### src/rtl/rxp_pkg.sv
package rxp_pkg;
  localparam int WORD_W = 32;
  localparam int CNT_W  = 16;
  localparam int ERR_W  = 8;
  localparam int CLS_W  = 7;

  // one completed-frame entry; with the done bit on top it fills a word
  typedef struct packed {
    logic [CLS_W-1:0] cls;
    logic [ERR_W-1:0] err;
    logic [CNT_W-1:0] len;
  } stat_ent_t;
endpackage

### src/rtl/rxp_fifo.sv
// Synchronous FIFO with a show-ahead head output. DEPTH must be a power of two.
module rxp_fifo #(
  parameter int W     = 32,
  parameter int DEPTH = 16
) (
  input  logic         clk,
  input  logic         rst,
  input  logic         push,
  input  logic [W-1:0] din,
  input  logic         pop,
  output logic [W-1:0] head,
  output logic         full,
  output logic         empty
);
  localparam int AW = $clog2(DEPTH);

  logic [W-1:0]  mem [DEPTH];
  logic [AW-1:0] wp, rp;
  logic [AW:0]   cnt;

  always_ff @(posedge clk) begin
    if (push) mem[wp] <= din;
  end

  always_ff @(posedge clk) begin
    if (rst) begin
      wp  <= '0;
      rp  <= '0;
      cnt <= '0;
    end else begin
      if (push) wp <= wp + 1'b1;
      if (pop)  rp <= rp + 1'b1;
      case ({push, pop})
        2'b10:   cnt <= cnt + 1'b1;
        2'b01:   cnt <= cnt - 1'b1;
        default: cnt <= cnt;
      endcase
    end
  end

  assign head  = mem[rp];
  assign full  = (cnt == (AW+1)'(DEPTH));
  assign empty = (cnt == '0);

  // occupancy stays within the storage
  a_r10_count_bound: assert property (@(posedge clk) disable iff (rst)
    cnt <= (AW+1)'(DEPTH));
endmodule

### src/rtl/rxp_packer.sv
// Gathers bytes little-endian into words; a frame end flushes a zero-padded word.
module rxp_packer
  import rxp_pkg::*;
(
  input  logic              clk,
  input  logic              rst,
  input  logic              in_valid,
  input  logic [7:0]        in_byte,
  input  logic              in_last,
  output logic              push,
  output logic [WORD_W-1:0] word
);
  localparam int BYTES = WORD_W / 8;
  localparam int LW    = $clog2(BYTES);

  logic [LW-1:0]     lane;
  logic [WORD_W-1:0] acc;
  logic [WORD_W-1:0] merged;

  for (genvar g = 0; g < BYTES; g++) begin : g_lane
    assign merged[8*g +: 8] = (lane == LW'(g)) ? in_byte :
                              ((LW'(g) < lane) ? acc[8*g +: 8] : 8'h00);
  end

  assign push = in_valid && (in_last || lane == LW'(BYTES-1));
  assign word = merged;

  always_ff @(posedge clk) begin
    if (rst) begin
      lane <= '0;
      acc  <= '0;
    end else if (in_valid) begin
      if (push) begin
        lane <= '0;
        acc  <= '0;
      end else begin
        lane <= lane + 1'b1;
        acc  <= merged;
      end
    end
  end

  // a one-byte flush leaves every padding byte zero
  a_r8_single_byte_pad: assert property (@(posedge clk) disable iff (rst)
    (push && lane == '0) |-> (word[WORD_W-1:8] == '0));
  // a flush always restarts the next frame or word at lane 0
  a_r8_fresh_lane: assert property (@(posedge clk) disable iff (rst)
    push |=> (lane == '0));
endmodule

### src/rtl/rxp_status.sv
// Running byte count, completed-frame status queue and the host status register.
module rxp_status
  import rxp_pkg::*;
#(
  parameter int DEPTH = 8
) (
  input  logic              clk,
  input  logic              rst,
  input  logic              in_valid,
  input  logic              in_last,
  input  logic [ERR_W-1:0]  in_err,
  input  logic [CLS_W-1:0]  in_cls,
  input  logic              st_rd,
  output logic [WORD_W-1:0] st_word
);
  localparam int EW  = $bits(stat_ent_t);
  localparam int PAD = WORD_W - 1 - CNT_W;

  logic [CNT_W-1:0]  live_cnt;
  stat_ent_t         ent_in, ent_head;
  logic [EW-1:0]     head_raw;
  logic              f_push, f_pop, f_full, f_empty;
  logic [WORD_W-1:0] view;

  always_comb begin
    ent_in.cls = in_cls;
    ent_in.err = in_err;
    ent_in.len = live_cnt + CNT_W'(1);
  end

  assign f_push   = in_valid && in_last;
  assign f_pop    = st_rd && !f_empty;
  assign ent_head = stat_ent_t'(head_raw);

  rxp_fifo #(.W(EW), .DEPTH(DEPTH)) u_stat_q (
    .clk   (clk),
    .rst   (rst),
    .push  (f_push),
    .din   (ent_in),
    .pop   (f_pop),
    .head  (head_raw),
    .full  (f_full),
    .empty (f_empty)
  );

  always_ff @(posedge clk) begin
    if (rst)          live_cnt <= '0;
    else if (f_push)  live_cnt <= '0;
    else if (in_valid) live_cnt <= live_cnt + 1'b1;
  end

  always_comb begin
    if (f_empty) view = {1'b0, {PAD{1'b0}}, live_cnt};
    else         view = {1'b1, ent_head};
  end

  always_ff @(posedge clk) begin
    if (rst)        st_word <= '0;
    else if (st_rd) st_word <= view;
  end

  // the running count only falls when a frame completes
  a_r6_count_never_drops: assert property (@(posedge clk) disable iff (rst)
    !$past(f_push) |-> (live_cnt >= $past(live_cnt)));
  // a done status always carries a nonzero length
  a_r4_done_has_len: assert property (@(posedge clk) disable iff (rst)
    st_word[WORD_W-1] |-> (st_word[CNT_W-1:0] != '0));
  // a zero count carries no flag or field bits
  a_r2_zero_is_empty: assert property (@(posedge clk) disable iff (rst)
    (st_word[CNT_W-1:0] == '0) |-> (st_word == '0));
  // the status register holds between reads
  a_r11_status_hold: assert property (@(posedge clk) disable iff (rst)
    !$past(st_rd) |-> $stable(st_word));
  // no completed frame is lost to a full status queue
  a_r10_stat_room: assert property (@(posedge clk) disable iff (rst)
    f_push |-> !f_full);
endmodule

### src/rtl/rx_frame_port.sv
module rx_frame_port
  import rxp_pkg::*;
#(
  parameter int DATA_DEPTH = 64,
  parameter int STAT_DEPTH = 8
) (
  input  logic              clk,
  input  logic              rst,
  input  logic              in_valid,
  input  logic [7:0]        in_byte,
  input  logic              in_last,
  input  logic [ERR_W-1:0]  in_err,
  input  logic [CLS_W-1:0]  in_class,
  input  logic              st_rd,
  output logic [WORD_W-1:0] st_word,
  input  logic              dat_rd,
  output logic [WORD_W-1:0] dat_word,
  output logic              dat_underflow
);
  logic              pk_push;
  logic [WORD_W-1:0] pk_word, d_head;
  logic              d_pop, d_full, d_empty;

  rxp_packer u_pack (
    .clk      (clk),
    .rst      (rst),
    .in_valid (in_valid),
    .in_byte  (in_byte),
    .in_last  (in_last),
    .push     (pk_push),
    .word     (pk_word)
  );

  rxp_fifo #(.W(WORD_W), .DEPTH(DATA_DEPTH)) u_data_q (
    .clk   (clk),
    .rst   (rst),
    .push  (pk_push),
    .din   (pk_word),
    .pop   (d_pop),
    .head  (d_head),
    .full  (d_full),
    .empty (d_empty)
  );

  rxp_status #(.DEPTH(STAT_DEPTH)) u_stat (
    .clk      (clk),
    .rst      (rst),
    .in_valid (in_valid),
    .in_last  (in_last),
    .in_err   (in_err),
    .in_cls   (in_class),
    .st_rd    (st_rd),
    .st_word  (st_word)
  );

  assign d_pop = dat_rd && !d_empty;

  always_ff @(posedge clk) begin
    if (rst) begin
      dat_word      <= '0;
      dat_underflow <= 1'b0;
    end else if (dat_rd) begin
      dat_word <= d_pop ? d_head : '0;
      if (!d_pop) dat_underflow <= 1'b1;
    end
  end

  // the underflow flag is sticky
  a_r9_underflow_sticky: assert property (@(posedge clk) disable iff (rst)
    $past(dat_underflow) |-> dat_underflow);
  // an empty read returns a zero word
  a_r9_empty_read_zero: assert property (@(posedge clk) disable iff (rst)
    ($past(dat_rd) && $past(d_empty)) |-> (dat_word == '0));
  // the data register holds between reads
  a_r11_data_hold: assert property (@(posedge clk) disable iff (rst)
    !$past(dat_rd) |-> $stable(dat_word));
  // no packed word is lost to a full data queue
  a_r10_data_room: assert property (@(posedge clk) disable iff (rst)
    pk_push |-> !d_full);
endmodule

### config.mk
export PLATFORM = sky130hd
export DESIGN_NAME = rx_frame_port
export DESIGN_NICKNAME = d
export VERILOG_FILES = /design/src/rtl/rxp_pkg.sv /design/src/rtl/rxp_fifo.sv /design/src/rtl/rxp_packer.sv /design/src/rtl/rxp_status.sv /design/src/rtl/rx_frame_port.sv
export SDC_FILE = /design/constraint.sdc
export NUM_CORES = 2
export LEC_CHECK = 0
export BUFFER_PORTS_ARGS = -buffer_cell sky130_fd_sc_hd__buf_2
export CAP_MARGIN = 20
export CORE_MARGIN = 8
export CORE_UTILIZATION = 55
export DETAILED_ROUTE_END_ITERATION = 8
export GPL_ROUTABILITY_DRIVEN = 1
export PLACE_DENSITY = 0.71
export SLEW_MARGIN = 20
export SYNTH_ARGS = -nofsm -noshare
export SYNTH_HDL_FRONTEND = slang
export SYNTH_SLANG_ARGS = --single-unit
### constraint.sdc
create_clock -name clk -period 7.1 [get_ports clk]
set_input_delay 0.71 -clock clk [delete_from_list [all_inputs] [get_ports clk]]
set_output_delay 0.71 -clock clk [all_outputs]
set_load 0.05 [all_outputs]
==> results.txt <==
The worst hold-check slack came out at 0.1037 ns. The fill cell total of the finished layout came out at 11,480. The power density over the cells came out at 311.6 nW/um2. The final design instance area without fill is 106,100 um2.

The total of flip-flops plus latches after synthesis is 2,441. The non-filler instance count after layout is 7,235. Cells with a size suffix above 1 make up 26.33% of the layout. The synthesized design contains 2,296 enable-type register cells. The area growth from synthesis to layout is 12.69%. The count of endpoints failing hold in the final timing report is 0. The buffer count from post-CTS setup fixing came out at 0. In this run the tool buffered the top-level ports with 93 buffer cells. The library cells used most frequently in the layout, excluding fill and tap cells, are sky130_fd_sc_hd__edfxtp_1, sky130_fd_sc_hd__mux4_2, sky130_fd_sc_hd__clkbuf_16, sky130_fd_sc_hd__nand2_1, sky130_fd_sc_hd__nor2_1. The worst-skew pair later-pin latency came out at 0.89 ns. The number of buffers and inverters on the critical path is 2. The number of nets in the synthesized netlist is 4,619.

The number of antenna violations at the first check in global routing came out at 12. The worst setup path is captured at a flip-flop. The async set-reset flop share out of synthesis came out at 0%.

The number of vias after detailed routing is 48,360. Along the worst path, the maximum fanout reaches 20. The instance area after placement is 98,360 um2.

The mean routed wirelength per cell came out at 34.41 um. Dividing the detail-routed via count by the number of cells gives 6.684. Among all flip-flop cells after synthesis, the most frequent one is sky130_fd_sc_hd__edfxtp_1. The proportion of power drawn by the clock network is 37.6%.

After synthesis, the netlist uses 74 different library cells. The number of violations of the max-capacitance limit is 0. The CTS tree is yes. The required arrival time at the worst endpoint came out at 7.65 ns. The internal portion of the total power is 24.52 mW.

The average size of a mapped cell is 20.59 um2. The clock transition at the register clock pins on the worst setup and hold paths after CTS is 0.06 ns. The longest clock path from root to sink contains 3 buffers. Setup repair after global routing left no endpoint under its margin. The sum of negative setup slack is 0 ns. The worst max-slew margin expressed relative to the limit is 19.78%. The number of buffers created by CTS came out at 230. Summing all multi-input logic gate instances after layout gives 21,570 um2. The switching part of the total power is 25.81%. The final net count is 4,849.

The number of sinks driven by the clock tree came out at 2,441. The tightest min-delay check is of the in -> reg type. The final setup violation count came out at 0. The floorplan row count is 152. The part of the Yosys area used for sequential elements came out at 76.33%. Summed over all layers, the routed wires come to 249,000 um.

The weighted congestion at the end of routability-driven global placement is 0.8899. The via count of the first global-routing pass is 47,890. The number of I/O pins came out at 94.

The area of the die came out at 184,600 um2. The level count of the clock H-tree came out at 4. From left edge to right edge, the die measures 429.7 um. In this run the vertical extent of the chip is 429.7 um. The net switching power of the design came out at 8.530 mW. In this run, flip-flops and latches consume 49.0% of the power. The detailed-placement wirelength estimate came out at 146,300 um. For this design, the slowest cell found on the critical path is sky130_fd_sc_hd__nor2_4.

The highest clock rate is 214.3 MHz. The total congestion overflow came out at 0. The signal on the critical path passes through ha_1 -> nor2_1 -> nor2_1 -> inv_1 -> nor2_1 -> nand3_1 -> nor2_4 -> buf_4.

The area of the mapped netlist came out at 94,130 um2. The residual DRC count came out at 0. The cell count after synthesis is 4,572. The actual transition at the worst max-transition pin is 1.173 ns.

The starting density of the core is 55.11%. STA classifies the critical path startpoint as a flip-flop. The run finished with clean final reports. The total placed cells including tap cells came out at 6,802. The core region is 170,800 um2.

The first routing iteration left 6,546 violations. The number of nets still failing antenna checks after routing is 0. The total power draw came out at 33.05 mW. The largest single stage delay on the critical path is 1.03 ns.

Among cell families on the critical path, the largest total delay comes from simple AND/OR/NAND/NOR gates. The number of iterations in the first detailed-routing pass came out at 5. The global-route wire length before repair came out at 353,800 um. Of the available clock period, the critical path in the final layout requires 65.74%. The final number of max-transition violations came out at 0. The area used by sequential logic in the layout is 71,870 um2. The leakage power of the design came out at 32.16 nW.

The count of hold-fix buffers inserted at cts came out at 0. During synthesis, Yosys emitted a total of 0 warnings. The leading cell type in the layout, fill and taps excluded is sky130_fd_sc_hd__edfxtp_1. Data on the critical path arrives at its endpoint at 5.22 ns.

The clock tree root buffer cell is sky130_fd_sc_hd__clkbuf_16. The maximum number of pins on one net before global-route repair is 102. Global routing used 26.62% of the available tracks.

The worst clock skew came out at 0.08928 ns. The final critical delay including setup and external delays came out at 4.667 ns. The share of total power in combinational logic is 13.5%.

By instance count, the cell type seen most on the critical path is sky130_fd_sc_hd__nor2_1. By startpoint and endpoint, the worst setup path is classified as reg -> reg. The total of cells resized after clock tree synthesis came out at 0. Across the VDD grid, the largest voltage drop is 0.3160 mV.
area by class of cell:
type                    instances  area share [%]
repair buffers                253           1.956
clock inverters               135           1.466
multi-input cells            1855           20.33
clock buffers                 294           5.766
diodes                          3        0.007078
flip-flops and latches       2441           67.76
inverters                      21         0.07550
well taps                    2233           2.634
per-stage QoR:
stage,util [%],setup slack (ns)
final,62.11,2.433
after global routing,62.10,2.253
after CTS,62.08,2.454
after detailed placement,57.59,2.473
after global placement,57.38,2.644
after floorplan,-,2.628
cells in the mapped netlist, types with 8 or more instances:
library cell | number | area, um2
sky130_fd_sc_hd__o22ai_1 | 60 | 375.4
sky130_fd_sc_hd__clkbuf_1 | 88 | 330.3
sky130_fd_sc_hd__mux2i_1 | 115 | 1151
sky130_fd_sc_hd__nor2b_1 | 36 | 225.2
sky130_fd_sc_hd__ha_1 | 17 | 212.7
sky130_fd_sc_hd__a22oi_1 | 77 | 578.1
sky130_fd_sc_hd__inv_1 | 17 | 63.81
sky130_fd_sc_hd__mux2_2 | 41 | 461.7
sky130_fd_sc_hd__and2_1 | 20 | 125.1
sky130_fd_sc_hd__buf_2 | 86 | 430.4
sky130_fd_sc_hd__or4_1 | 10 | 75.07
sky130_fd_sc_hd__buf_4 | 46 | 345.3
sky130_fd_sc_hd__and3_1 | 8 | 50.05
sky130_fd_sc_hd__xnor2_1 | 10 | 87.58
sky130_fd_sc_hd__xor2_1 | 33 | 289.0
sky130_fd_sc_hd__nand3_1 | 51 | 255.2
sky130_fd_sc_hd__dfxtp_1 | 145 | 2903
sky130_fd_sc_hd__nand2_1 | 186 | 698.2
sky130_fd_sc_hd__buf_6 | 17 | 191.4
sky130_fd_sc_hd__nor4_1 | 12 | 75.07
sky130_fd_sc_hd__a31oi_1 | 17 | 106.4
sky130_fd_sc_hd__a211oi_1 | 43 | 322.8
sky130_fd_sc_hd__edfxtp_1 | 2296 | 68950
sky130_fd_sc_hd__mux4_2 | 566 | 12750
sky130_fd_sc_hd__a21oi_1 | 59 | 295.3
sky130_fd_sc_hd__nand2b_1 | 21 | 131.4
sky130_fd_sc_hd__nand3b_1 | 8 | 60.06
sky130_fd_sc_hd__a2111oi_0 | 11 | 96.34
sky130_fd_sc_hd__nor2_1 | 235 | 882.1
sky130_fd_sc_hd__a221oi_1 | 11 | 96.34
sky130_fd_sc_hd__buf_1 | 17 | 63.81
sky130_fd_sc_hd__or3_1 | 15 | 93.84
sky130_fd_sc_hd__o21ai_0 | 48 | 240.2
sky130_fd_sc_hd__nor3_1 | 40 | 200.2
layer usage:
layer,vias up,part of all wire [%],track usage [%]
met1,25380,37,36.23
li1,19380,-,-
met4,8,5.8,12.90
met2,2983,47,41.88
met5,-,0.020,0
met3,607,9.8,5.168
sequential cells by signal, summed over array words and instances (netlist names), 6 cells and up, named ones only:
| signal | count |
|---|---|
| u_data_q.cnt | 7 |
| u_pack.acc | 24 |
| u_data_q.mem | 2048 |
| dat_word | 32 |
| u_stat.live_cnt | 16 |
| u_data_q.rp | 6 |
| u_stat.u_stat_q.mem | 248 |
| u_stat.st_word | 32 |
| u_data_q.wp | 6 |
power by group through the flow:
| stage | clock network (mW) | logic, mW | registers (mW) |
|---|---|---|---|
| 3_3_place_gp | 0 | 4.40 | 16.5 |
| 5_1_grt | 13.0 | 4.68 | 16.2 |
| 4_1_cts | 12.5 | 4.46 | 16.2 |
| 3_5_place_dp | 0 | 4.44 | 16.5 |
| 6_report | 12.4 | 4.45 | 16.2 |
| 2_1_floorplan | 0 | 2.88 | 16.7 |
logic make-up after synthesis:
group | after synthesis | share of synthesized area [%]
XOR/XNOR | 43 | 0.4001
adder cells (fa/ha/maj) | 18 | 0.2472
AND/OR/NAND/NOR | 670 | 3.271
flip-flops | 2441 | 76.33
AO/OA/AOI/OAI | 402 | 2.947
buffers and inverters | 276 | 1.546
multiplexers | 722 | 15.26
worst paths after layout:
path,end,slack (ns),from,cells after the start
worst max-delay path,u_data_q.mem[54][18],2.43,u_pack.lane[1],8
worst min-delay path,u_stat.u_stat_q.mem[0][20],0.10,in_err[4],1
worst max register to register,u_data_q.mem[54][18],2.43,u_pack.lane[1],8
worst min register to register,dat_underflow,0.49,dat_underflow,2
Power figures use the tool's default switching activity.
